===== src/rtl/dma_trig_pkg.sv =====
package dma_trig_pkg;
   typedef enum logic [1:0] {
      POL_OFF  = 2'd0,
      POL_RISE = 2'd1,
      POL_FALL = 2'd2
   } trig_pol_e;

   typedef enum logic [1:0] {
      UNIT_BLOCK  = 2'd0,
      UNIT_RBLOCK = 2'd1,
      UNIT_LINK   = 2'd2,
      UNIT_BEAT   = 2'd3
   } unit_kind_e;
endpackage


===== src/rtl/trig_sync_edge.sv =====
module trig_sync_edge #(
   parameter int N      = 64,
   parameter int STAGES = 2
) (
   input  logic         clk,
   input  logic         rst_n,
   input  logic [N-1:0] raw,
   output logic [N-1:0] rise,
   output logic [N-1:0] fall
);
   localparam int LAST = STAGES - 1;

   logic [N-1:0] stg [STAGES];
   logic [N-1:0] prev_q;

   if (STAGES < 2) begin : g_bad_stages
      $error("trig_sync_edge: STAGES must be at least 2");
   end

   always_ff @(posedge clk) begin
      if (!rst_n) stg[0] <= '0;
      else        stg[0] <= raw;
   end

   for (genvar s = 1; s < STAGES; s++) begin : g_stage
      always_ff @(posedge clk) begin
         if (!rst_n) stg[s] <= '0;
         else        stg[s] <= stg[s-1];
      end
   end

   always_ff @(posedge clk) begin
      if (!rst_n) prev_q <= '0;
      else        prev_q <= stg[LAST];
   end

   assign rise = stg[LAST] & ~prev_q;
   assign fall = ~stg[LAST] & prev_q;
endmodule


===== src/rtl/trig_select.sv =====
module trig_select
   import dma_trig_pkg::*;
#(
   parameter int N     = 64,
   parameter int SEL_W = 6
) (
   input  logic [N-1:0]     rise,
   input  logic [N-1:0]     fall,
   input  logic [SEL_W-1:0] sel,
   input  logic [1:0]       pol,
   output logic             hit
);
   localparam int NSLOT = 1 << SEL_W;

   logic [NSLOT-1:0] rise_x;
   logic [NSLOT-1:0] fall_x;

   if (N > NSLOT) begin : g_bad_width
      $error("trig_select: SEL_W too narrow for N inputs");
   end

   for (genvar j = 0; j < NSLOT; j++) begin : g_slot
      if (j < N) begin : g_live
         assign rise_x[j] = rise[j];
         assign fall_x[j] = fall[j];
      end else begin : g_tied
         assign rise_x[j] = 1'b0;
         assign fall_x[j] = 1'b0;
      end
   end

   always_comb begin
      unique case (trig_pol_e'(pol))
         POL_RISE: hit = rise_x[sel];
         POL_FALL: hit = fall_x[sel];
         default:  hit = 1'b0;
      endcase
   end
endmodule


===== src/rtl/trig_hold.sv =====
module trig_hold (
   input  logic       clk,
   input  logic       rst_n,
   input  logic       hit,
   input  logic [1:0] mode,
   input  logic       req,
   input  logic [1:0] kind,
   input  logic       done,
   input  logic       ovr_clr,
   output logic       go,
   output logic       ovr
);
   logic pend_q, busy_q, ovr_q;
   logic gated, take;

   assign gated = req && (kind == mode);
   assign go    = req && ((kind != mode) || (pend_q && !busy_q));
   assign take  = go && gated;
   assign ovr   = ovr_q;

   always_ff @(posedge clk) begin
      if (!rst_n) begin
         pend_q <= 1'b0;
         busy_q <= 1'b0;
         ovr_q  <= 1'b0;
      end else begin
         pend_q <= hit || (pend_q && !take);
         busy_q <= take || (busy_q && !done);
         ovr_q  <= (hit && pend_q && !take) || (ovr_q && !ovr_clr);
      end
   end


   ovr_sticky_chk: assert property (@(posedge clk) disable iff (!rst_n)
      (ovr && !ovr_clr) |=> ovr);

   ovr_clear_chk: assert property (@(posedge clk) disable iff (!rst_n)
      (ovr_clr && !hit) |=> !ovr);

   consume_chk: assert property (@(posedge clk) disable iff (!rst_n)
      (take && !hit) |=> !(req && kind == mode && go));

   busy_hold_chk: assert property (@(posedge clk) disable iff (!rst_n)
      (busy_q && !done && take) |=> 1'b0);

   ungated_pass_chk: assert property (@(posedge clk) disable iff (!rst_n)
      (req && kind != mode) |-> go);
endmodule


===== src/rtl/dma_trig_cond.sv =====
module dma_trig_cond #(
   parameter int N_TRIG      = 64,
   parameter int SEL_W       = 6,
   parameter int SYNC_STAGES = 2
) (
   input  logic              clk,
   input  logic              rst_n,
   input  logic [N_TRIG-1:0] trig_in,
   input  logic [SEL_W-1:0]  cfg_sel,
   input  logic [1:0]        cfg_pol,
   input  logic [1:0]        cfg_mode,
   input  logic              unit_req,
   input  logic [1:0]        unit_kind,
   output logic              unit_go,
   input  logic              unit_done,
   input  logic              ovr_clr,
   output logic              trig_ovr
);
   logic [N_TRIG-1:0] rise_w, fall_w;
   logic              hit_w;

   if (N_TRIG < 1) begin : g_bad_count
      $error("dma_trig_cond: N_TRIG must be positive");
   end

   trig_sync_edge #(.N(N_TRIG), .STAGES(SYNC_STAGES)) u_edge (
      .clk(clk), .rst_n(rst_n), .raw(trig_in), .rise(rise_w), .fall(fall_w)
   );

   trig_select #(.N(N_TRIG), .SEL_W(SEL_W)) u_sel (
      .rise(rise_w), .fall(fall_w), .sel(cfg_sel), .pol(cfg_pol), .hit(hit_w)
   );

   trig_hold u_hold (
      .clk(clk), .rst_n(rst_n), .hit(hit_w), .mode(cfg_mode),
      .req(unit_req), .kind(unit_kind), .done(unit_done),
      .ovr_clr(ovr_clr), .go(unit_go), .ovr(trig_ovr)
   );


   masked_quiet_chk: assert property (@(posedge clk) disable iff (!rst_n)
      (cfg_pol == 2'd0) |-> !hit_w);
endmodule


===== config.mk =====
export PLATFORM = sky130hd
export DESIGN_NAME = dma_trig_cond
export DESIGN_NICKNAME = d
export VERILOG_FILES = /design/src/rtl/dma_trig_pkg.sv /design/src/rtl/trig_sync_edge.sv /design/src/rtl/trig_select.sv /design/src/rtl/trig_hold.sv /design/src/rtl/dma_trig_cond.sv
export SDC_FILE = /design/constraint.sdc
export NUM_CORES = 1
export LEC_CHECK = 0
export ABC_CLOCK_PERIOD_IN_PS = 1800
export BUFFER_PORTS_ARGS = -buffer_cell sky130_fd_sc_hd__clkbuf_2
export CAP_MARGIN = 0
export CORE_MARGIN = 5
export CORE_UTILIZATION = 42
export DETAILED_ROUTE_END_ITERATION = 10
export HOLD_SLACK_MARGIN = 0.02
export PLACE_DENSITY = 0.72
export SLEW_MARGIN = 20
export SYNTH_ARGS = -nofsm -noshare
export SYNTH_HDL_FRONTEND = slang
export SYNTH_SLANG_ARGS = --single-unit

===== constraint.sdc =====
create_clock -name clk -period 1.8 [get_ports clk]
set_input_delay 0.09 -clock clk [delete_from_list [all_inputs] [get_ports clk]]
set_output_delay 0.09 -clock clk [all_outputs]
set_load 0.005 [all_outputs]

== Word-level counts from Yosys, hierarchy flattened ==
Memories as Yosys holds them, arrays and structs flattened.
Cells that the tools add are included.

* $lt $le $gt $ge: 1
* Equal/unequal tests: 4
* Muxes and demuxes: 9
* Bitwise operators: 6
* Reductions and logical operators: 17

{| class="wikitable"
|+ Operators with widths
! kind !! number
|-
| $and 64x64->64 || 2
|-
| $mux 64 || 2
|-
| $not 64->64 || 2
|-
| $bmux 1 s6 || 2
|-
| $logic_and 1x1->1 || 9
|-
| $lt 6x7->1 const B || 1
|-
| $logic_not 1->1 || 4
|-
| $logic_or 1x1->1 || 4
|-
| $mux 1 || 4
|-
| $eq 2x1->1 const B || 1
|-
| $eq 2x2->1 || 1
|-
| $eq 2x2->1 const B || 1
|-
| $ne 2x2->1 || 1
|-
| $or 1x1->1 || 2
|-
| $pmux 1 s2 || 1
|}

* Register bits: 67
* Memory bits (writable): 128
* Bits of input ports: 81
* Output and inout bits: 2
* Logic and storage cells: 42
* Memories: 1

{| class="wikitable"
|+ Memory list
! name !! depth !! bits a word !! read ports !! clocked after Yosys merged registers in !! write ports !! line !! text
|-
| u_edge.stg || 2 || 64 || 2 || 0 || 2 || trig_sync_edge.sv:13 || <nowiki>logic [N-1:0] stg [STAGES];</nowiki>
|}

== Longest topological paths before layout ==
Gate-level depths: netlist (run 1).

* Depth in word-level cells: 8
* Mapped depth: 10
* Depth with buffers taken out: 7

== Hierarchy ==
Synthesis (run 1) repeated with hierarchy kept, for this count alone.

* Cell total of the unflattened synthesis: 662
* Area total of the unflattened synthesis: 7462.2 um2

{| class="wikitable"
|+ By module, submodules not included
! module !! instances !! cells each !! area an instance (um2) !! sequential area each (um2)
|-
| trig_sync_edge || 1 || 533 || 6025.8 || 3843.7
|-
| trig_select || 1 || 112 || 1281.2 || 0.0
|-
| trig_hold || 1 || 17 || 155.1 || 60.1
|}

== Worst setup path before layout (run 1) ==
No wires, ideal clock.

* Path type: reg2reg
* From: mem u_edge.stg[1][58]
* To: reg u_hold.pend_q
* Setup time: 74 ps
* Data arrival time: 1612 ps
* Required time: 1726 ps
* Setup slack: 114 ps
* Stages on the path, launching flop included: 8
* Path buffers: 0
* Period minus slack after synthesis: 1686 ps
* Path through: dfxtp_1 -> nor3b_1 -> a21oi_1 -> a211o_1 -> a2111oi_0 -> o221a_2 -> nor3_1 -> a31oi_1

{| class="wikitable"
|+ RTL lines
! element !! line !! text
|-
| start: declaration || trig_sync_edge.sv:13 ||
|-
| end signal: assignment || trig_hold.sv:27 || <nowiki>pend_q <= hit || (pend_q && !take);</nowiki>
|-
| end: declaration || trig_hold.sv:13 || <nowiki>logic pend_q, busy_q, ovr_q;</nowiki>
|}

== Worst setup path in the final report (run 1) ==
* From: reg u_edge.prev_q[60], read port of u_edge.stg
* To: reg u_hold.pend_q

* Longest elaborated chain between the ends: 6
* Elaborated cells between the ends (all ways): 9
* Those cells by class: mux (5); bitwise (3); reduce/logical (1)

{| class="wikitable"
|+ RTL lines
! element !! line !! text
|-
| start: declaration || trig_sync_edge.sv:14 || <nowiki>logic [N-1:0] prev_q;</nowiki>
|-
| $not 64->64 || trig_sync_edge.sv:37 || <nowiki>assign rise = stg[LAST] & ~prev_q;</nowiki>
|-
| $and 64x64->64 || trig_sync_edge.sv:37 ||
|-
| $bmux 1 s6 || trig_select.sv:34 || <nowiki>POL_RISE: hit = rise_x[sel];</nowiki>
|-
| $mux 1 (not written as such) || trig_select.sv:34 ||
|-
| $pmux 1 s2 * || trig_select.sv:33 || <nowiki>unique case (trig_pol_e'(pol))</nowiki>
|-
| $logic_or 1x1->1 * || trig_hold.sv:27 ||
|}

Mark *: on every way between the ends. The rest lies on a longest branch, timed or not. The select of a mux whose other input is x is not followed.
A chain may end at the register's enable or synchronous reset.

==> results list, run 1 <==
- After synthesis, the netlist uses between 50 and 60 different library cells.
* Cell Int Power: roughly 7300 uW
* DP Wirelength: ~10,000 um
- Length of the first detailed-routing pass in iterations: 5
* TritonCTS clock tree: yes
- Global routing consumed, over all layers together, between 10% and 20% of the routing resources.
- Fin cells: 1,140
* Sequential element share of the synthesized area: between 50% and 60%
- The region available for standard cell placement spans about 17,000 um^2.
* Clock share of power: between 40% and 50%
- Switching portion of total power: between 20% and 30%
- Net switching power: approximately 2000 uW
- For this run, the share of the core covered by cells in the final layout is a little under three fifths.
- The worst setup path is captured at a register.
- Wires add up to 15,100 um.
- Peak ir drop on the vdd network: ~790 uV
- The routed layout has ~5,500 vias.
- Cell chosen for the clock root: clkbuf_16
* Global placement routability congestion: ~0.86
- Avg Vias per Cell: 4.80
- The setup path with the least slack is of type reg -> reg.
- CP max FO: 3
* Initial DRC Count: about 370
* Remaining global-route overflow: 0
- Max-cap violations in this run came to 0.
- Of all flip-flops after synthesis, the portion carrying an async set or reset was 0%.
- The final critical path takes up 102% of the cycle.
- Setup violations remaining at the end of the flow were counted as 1.
- Layout Skew: ~26 ps
- Relative slew margins: between 70% and 80%
* Gate power share: under 10%
- Per-cell routed wire length: 13.2 um
- Ant. Diodes: 0
* Cell Pwr Density: 984 nW/um^2
- The flow ran to the end, but the final reports show violations.
- Top achievable clock speed: roughly 0.54 GHz
- Synth top cells by count: dfxtp_1, and2_1, inv_1
- Instance area after placement: approximately 8000 um^2
- Die height: 141 um
- In this run, synthesis produced a sequential element count of approximately 200.
- Io pins: 83
* Global-route wire length before repair: 25,200 um
* Critical path launch point type: register
* Slew Limit Fails: 0
- Number of DRC violations after detailed routing: 0
* Max H-tree Level: 4
- Top area cells in the synthesized netlist: dfxtp_1, and2_1, inv_1
- Number of antenna violations at the first check in global routing: 0
- Number of standard-cell rows in the floorplan: 47
- Synth top area share: roughly 54%
* Setup Buffers After CTS: 0
* Path type of the worst min-delay path: in -> reg
- Count of antenna-violating nets left after detailed routing: 0
* Total Die Area: just under 20,000 um^2
- Mapped Nets: between 800 and 900
- Part of the total power dissipated in sequential elements: 48.9%
- Buffer levels on the longest clock path: 2
* Most common cell in the netlist: dfxtp_1
- For this run, the number of Yosys warnings is 0.
- Port buffering added 82 buffers.
- Across all hold checks on the routed design, the worst slack comes to 119 ps.
- At the placement stage, the worst setup path has a slack of -171 ps.
* Width of the chip: roughly 140 um
* Top_reg_cell synth: dfxtp_1
* Data arrival time of the worst path: 2180 ps
- The later pin in the worst-skew pair is clocked with a latency of about 440 ps.
- Final design instance area without fill: around 9500 um^2
- For this design the static power due to leakage is about 0.004 uW.
- Dividing the synthesized area by the synthesized cell count gives between 9 and 10 um^2.
- The final reports fail on setup timing.
* Layout cells sized above 1: between 20% and 30%
* Clock period minus final worst setup slack: 1840 ps
- Buffers inserted during clock tree synthesis total 17.
* Data required time at the worst endpoint: about 2100 ps
- The initial utilization of the core area, before any placement, comes to 43.2%.
- In the final design database the tool counted 993 nets.
- Relative to the synthesized area, the layout overhead comes to 31.8%.
- Entering global routing, the biggest net connects 64 pins.
* Area leader, netlist: dfxtp_1
* Via count of the first global-routing pass: about 5,300
* Clock-pin transition on the worst setup and hold timing paths: around 60 ps
* Unrepaired setup endpoints after global routing: yes
- Mapped Cells: about 740
- Final number of hold-violating endpoints: 0
- Worst Setup Slack, final: -43.6 ps
- Including well taps, the total number of placed cells is between 1,000 and 1,500.
- After synthesis the cells add up to a little over 7000 um^2.
- Number of clock sinks seen by CTS: ~200
- For the pin with the worst max-slew slack, the measured transition is around 440 ps.
- Number of synthesized flops with an enable pin: 0
==> metal layers <==
metal | up-vias | part of all wire (%) | track usage, %
met1 | 2490 | 46 | 20.3
li1 | 2810 | - | -
met3 | 24 | 5.4 | 4.13
met5 | - | 0 | 0
met2 | 148 | 46 | 25.2
met4 | 0 | 2.2 | 6.37
==> power groups by stage <==
stage                     registers (uW)  clock network, uW  logic (uW)
after floorplan                     4640                  0         420
after global placement              4660                  0         667
after detailed placement            4660                  0         676
after CTS                           4570               4080         799
after global routing                4590               4280         896
final                               4570               3970         805
==> sequential cells by signal (all words and copies together) (netlist names) <==
name,count
u_hold.busy_q,1
u_edge.prev_q,64
u_hold.ovr,1
u_hold.pend_q,1
u_edge.stg,128
==> metrics by stage <==
step / power, uW / setup TNS [ps]
6_report: 9350 / -43.6
5_1_grt: 9760 / -268
4_1_cts: 9450 / -25.1
3_5_place_dp: 5340 / -340
3_3_place_gp: 5330 / -299
2_1_floorplan: 5060 / 0
==> final timing paths <==
path                      from                 to  slack (ps)  cells after the start
max          u_edge.prev_q[60]      u_hold.pend_q         -40                      7
min                      rst_n      u_hold.pend_q         120                      3
max reg2reg  u_edge.prev_q[60]      u_hold.pend_q         -40                      7
min reg2reg  u_edge.stg[0][35]  u_edge.stg[1][35]         420                      1
==> cells in the final DEF (no fill, tap or decap), types with 9 or more instances in the layout <==
cell type	n
a21oi_1	29
a221oi_1	9
and2_1	193
buf_4	47
clkbuf_16	17
clkbuf_2	81
dfxtp_1	191
dlygate4sd3_1	67
inv_1	39
nand2_1	20
nand2b_1	15
nor2_1	27
nor2b_1	16
nor3b_1	12
o21ai_0	17
==> cells by family after synthesis <==
group	synth area share [%]
compound gates	12.7
xor+xnor	0.243
buf+inv	5.14
fa+ha+maj	0.347
flops	54.2
simple gates	27.4
==> worst max-delay path: stages (launching register included) <==
cell       delay (ps)
dfxtp_1           370
inv_1              60
or3_1             310
a222oi_1          220
o2111ai_1         200
a311oi_2          310
nor3_1             70
a31oi_1           190
==> area by class of cell <==
type | instances | area (um^2)
multi-input cells | 457 | 3010
fillers | 1442 | 7200
clock inverters | 10 | 175
clock buffers | 19 | 453
well taps | 220 | 275
flip-flops and latches | 195 | 3910
repair buffers | 200 | 1530
inverters | 39 | 146
==> timing repair <==
action,CTS,global route
hold buffers,67,0
setup endpoints to repair,2,2
gates cloned,0,0
resized for setup,9,13
endpoints found under the hold margin,66,0
pin swaps,9,0
(Power assumes the default switching activity.)
==> run 2: changes to the inputs <==
==> constraint.sdc (replaced) <==
create_clock -name clk -period 1.8 [get_ports clk]
set_input_delay 0 -clock clk [delete_from_list [all_inputs] [get_ports clk]]
set_output_delay 0 -clock clk [all_outputs]
set_load 0.005 [all_outputs]
==> run 2 against run 1 <==
  * The run still ends with setup timing left
  * Sequential share of layout area up 0.25 points
  * Non-clock buffer count is 4 lower
  * Global-route usage is 0.23 points lower
  * Sequential cell count unchanged
  * Count of clock-buffer cells in the layout increased by 1
  * Clock power shrank 1%
  * Sequential power about the same
  * Setup slack lost 44 ps
==> results list, run 2 (synthesis gave the netlist of run 1 again) <==
* Worst hold path endpoint: u_hold.pend_q (unchanged)
- Final number of hold-violating endpoints: 0 (unchanged)
- The flip-flop count of the largest register after layout was 128 (unchanged).
* Cell chosen for the clock root: clkbuf_16 (unchanged)
* Buffer levels on the longest clock path: 2 (unchanged)
- Number of port buffers: 82 (unchanged)
- Clock-pin transition on the worst setup and hold timing paths: 70 ps (was 60 ps)
- The longest individual stage delay on the worst path came to 360 ps (was 370 ps).
- The via count of the first global-routing pass is 5,322 (was 5,290).
- The fraction of the core area covered by cells at the end of the flow is 56.5% (was 56.9%).
- The DRC violation total after the first TritonRoute iteration was 350 (was 374).
- The fraction of layout instances using a drive strength above 1 was 17.4% (was 20.4%).
* CP Cell Sequence: or3b_1 > a222oi_1 > o2111ai_1 > a311oi_2 > nor3_1 > a31oi_1 (was inv_1 > or3_1 > a222oi_1 > o2111ai_1 > a311oi_2 > nor3_1 > a31oi_1)
- Length of the first detailed-routing pass in iterations: 5 (unchanged)
- Data arrival time of the worst path: 2240 ps (was 2180 ps)
* Number of failing setup endpoints in the final timing report: 2 (was 1)
- The maximum level of the CTS H-tree was 4 (unchanged).
- Io pins: 83 (unchanged)
* Sum of negative setup slack: -99.8 ps (was -43.6 ps)
- Run status: finished with violations (unchanged).
- The largest fanout on the critical path is 4 (was 3).
- The count of cells along the worst register-to-register path is 6 (was 7).
* Critical path buffer and inverter count: 0 (was 1)
- Path type of the worst min-delay path: in -> reg (unchanged)
* DP Wirelength: 10,100 um (was 10,300 um)
- Number of standard-cell rows in the floorplan: 47 (unchanged)
* Global-route wire length before repair: 25,200 um (about the same)
- Critical path launch point type: register (unchanged)
* Largest delay contributor family on the critical path: compound AO/OA/AOI/OAI gates (unchanged)
- The fraction of the cycle the final worst path needs was 105% (was 102%).
- The count of buffers added by post-CTS timing repair for setup is 0 (unchanged).
* Total routing usage reported by global routing: 15.5% (was 15.8%)
- The time the final worst path needs with I/O delays and setup was 1890 ps (was 1840 ps).
* Transition time at the pin with the least slew margin: 490 ps (was 438 ps)
* Top achievable clock speed: 0.530 GHz (was 0.542 GHz)
- Largest regs: u_edge.stg (128), u_edge.prev_q (64) (unchanged).
- The net count of the finished layout came to 989 (was 993).
- The layout filler cell count came to 1,476 (was 1,442).
- The setup slack of the most critical reg-to-reg path was -90 ps (was -40 ps).
* Launching point of the worst reg2reg path: u_edge.prev_q[58] (was u_edge.prev_q[60])
- Type of destination of the critical path: register (unchanged)
- Hold path depth: 4 (was 3)
- The critical hold path startpoint was unit_req (was rst_n).
- The final instance area is 9440 um^2 (was 9500 um^2).
* Count of antenna-violating nets left after detailed routing: 0 (unchanged)
- The initial standard-cell utilization of the core was 43.2% (unchanged).
- The largest register by flop count was u_edge.stg (unchanged).
* Total Die Area: 19,900 um^2 (unchanged)
- Number of DRC violations after detailed routing: 0 (unchanged)
- Unrepaired setup endpoints after global routing: yes (unchanged)
* TritonCTS Buffers: 17 (unchanged)
- Die height: 141 um (unchanged)
- Final WL: 15,200 um (was 15,100 um)
- The type of the worst setup path was reg -> reg (unchanged).
- Data required time at the worst endpoint: 2160 ps (was 2140 ps)
- The total overflow reported by the global router is 0 (unchanged).
- Failing checks: setup timing (unchanged)
- The maximum number of pins on one net before global-route repair came to 74 (was 64).
- The area growth from synthesis to layout is 30.9% (was 31.8%).
* TritonCTS clock tree: yes (unchanged)
- The initial antenna violation count was 0 (unchanged).
* Global placement routability congestion: 0.861 (was 0.860)
- Relative slew margins: 67.0% (was 70.8%)
- Commonest cells after routing, fill and taps aside: and2_1, dfxtp_1, clkbuf_2 (unchanged)
- RR Endpoint: u_hold.pend_q (unchanged)
* Maximum capacitance violations: 0 (unchanged)
* Fin cells: 1,138 (was 1,140)
- Width of the chip: 141 um (unchanged)
- The count of pins over their slew limit was 0 (unchanged).
- The core outline area was 16,700 um^2 (unchanged).
- The final setup slack of the worst path came to -87.3 ps (was -43.6 ps).
- The insertion delay of the later-clocked pin in the worst-skew pair came to 420 ps (was 440 ps).
- The count of vias placed by the detailed router is 5,447 (was 5,472).
- Peak ir drop on the vdd network: 726 uV (was 789 uV)
* Number of clock sinks seen by CTS: 195 (unchanged)
- Cell Pwr Density: 985 nW/um^2 (was 984 nW/um^2)
- The power after layout came to 9300 uW (was 9350 uW).
* Per-cell routed wire length: 13.4 um (was 13.2 um)
- P_leak: 0.00389 uW (was 0.00393 uW)
* Cell count after placement: 1,029 (was 1,044)
- Ant. Diodes: 0 (unchanged)
- The post-detailed-placement cell area was 8020 um^2 (was 8120 um^2).
* Slowest cell on crit path: a222oi_1 (was dfxtp_1)
- The worst clock skew came to 7.75 ps (was 25.9 ps).
- Avg Vias per Cell: 4.79 (was 4.80)
-- run 2: power by group --
group / internal, uW / leakage (uW) / switching, uW
registers: 4490 / 0.00161 / 79.9
clock network: 2290 / 0.000301 / 1640
logic: 445 / 0.00198 / 350
total: 7230 / 0.00389 / 2070
-- run 2: area by class of cell --
type / instances / area, um^2 / area share [%]
Sequential cell: 195 / 3910 / 41.4
Tap cell: 220 / 275 / 2.92
Multi-Input combinational cell: 457 / 2950 / 31.3
Clock buffer: 20 / 457 / 4.84
Inverter: 39 / 146 / 1.55
Timing Repair Buffer: 196 / 1540 / 16.3
Clock inverter: 11 / 161 / 1.71
-- run 2: tightest hold or removal path, delay by kind of cell --
kind	cells	cell delay, ps
buf+inv	1	90
simple gates	2	220
compound gates	1	140
-- run 2: layer usage --
metal | vias to the layer above | global-route usage, % | share of wire [%]
li1 | 2810 | - | -
met1 | 2493 | 19.7 | 46
met2 | 129 | 26.2 | 48
met3 | 15 | 3.42 | 4.4
met4 | 0 | 5.25 | 1.4
met5 | - | 0 | 0
-- run 2: how the worst max path moves through the flow --
stage,start,end,slack [ps],cells past startpoint
2_1_floorplan,u_edge.stg[1][58],u_hold.pend_q,110,7
3_3_place_gp,u_edge.stg[1][56],u_hold.pend_q,-120,7
3_5_place_dp,u_edge.stg[1][56],u_hold.pend_q,-130,7
4_1_cts,u_edge.prev_q[58],u_hold.pend_q,-40,6
5_1_grt,u_edge.prev_q[58],u_hold.pend_q,-150,6
6_report,u_edge.prev_q[58],u_hold.pend_q,-90,6
-- run 2: through the flow --
| step | setup slack, ps | hold slack, ps |
|---|---|---|
| 5_1_grt | -153 | 82.0 |
| 3_5_place_dp | -134 | 208 |
| 3_3_place_gp | -119 | 207 |
| 2_1_floorplan | 114 | 115 |
| 4_1_cts | -40.9 | 46.5 |
| 6_report | -87.3 | 58.3 |
-- run 2: timing repair --
| action | in CTS | in global routing |
|---|---|---|
| gates cloned | 0 | 0 |
| endpoints found under the hold margin | 79 | 0 |
| hold buffers | 78 | 0 |
| resized for setup | 5 | 1 |
| pin swaps | 3 | 1 |
| endpoints found under the setup margin | 2 | 2 |
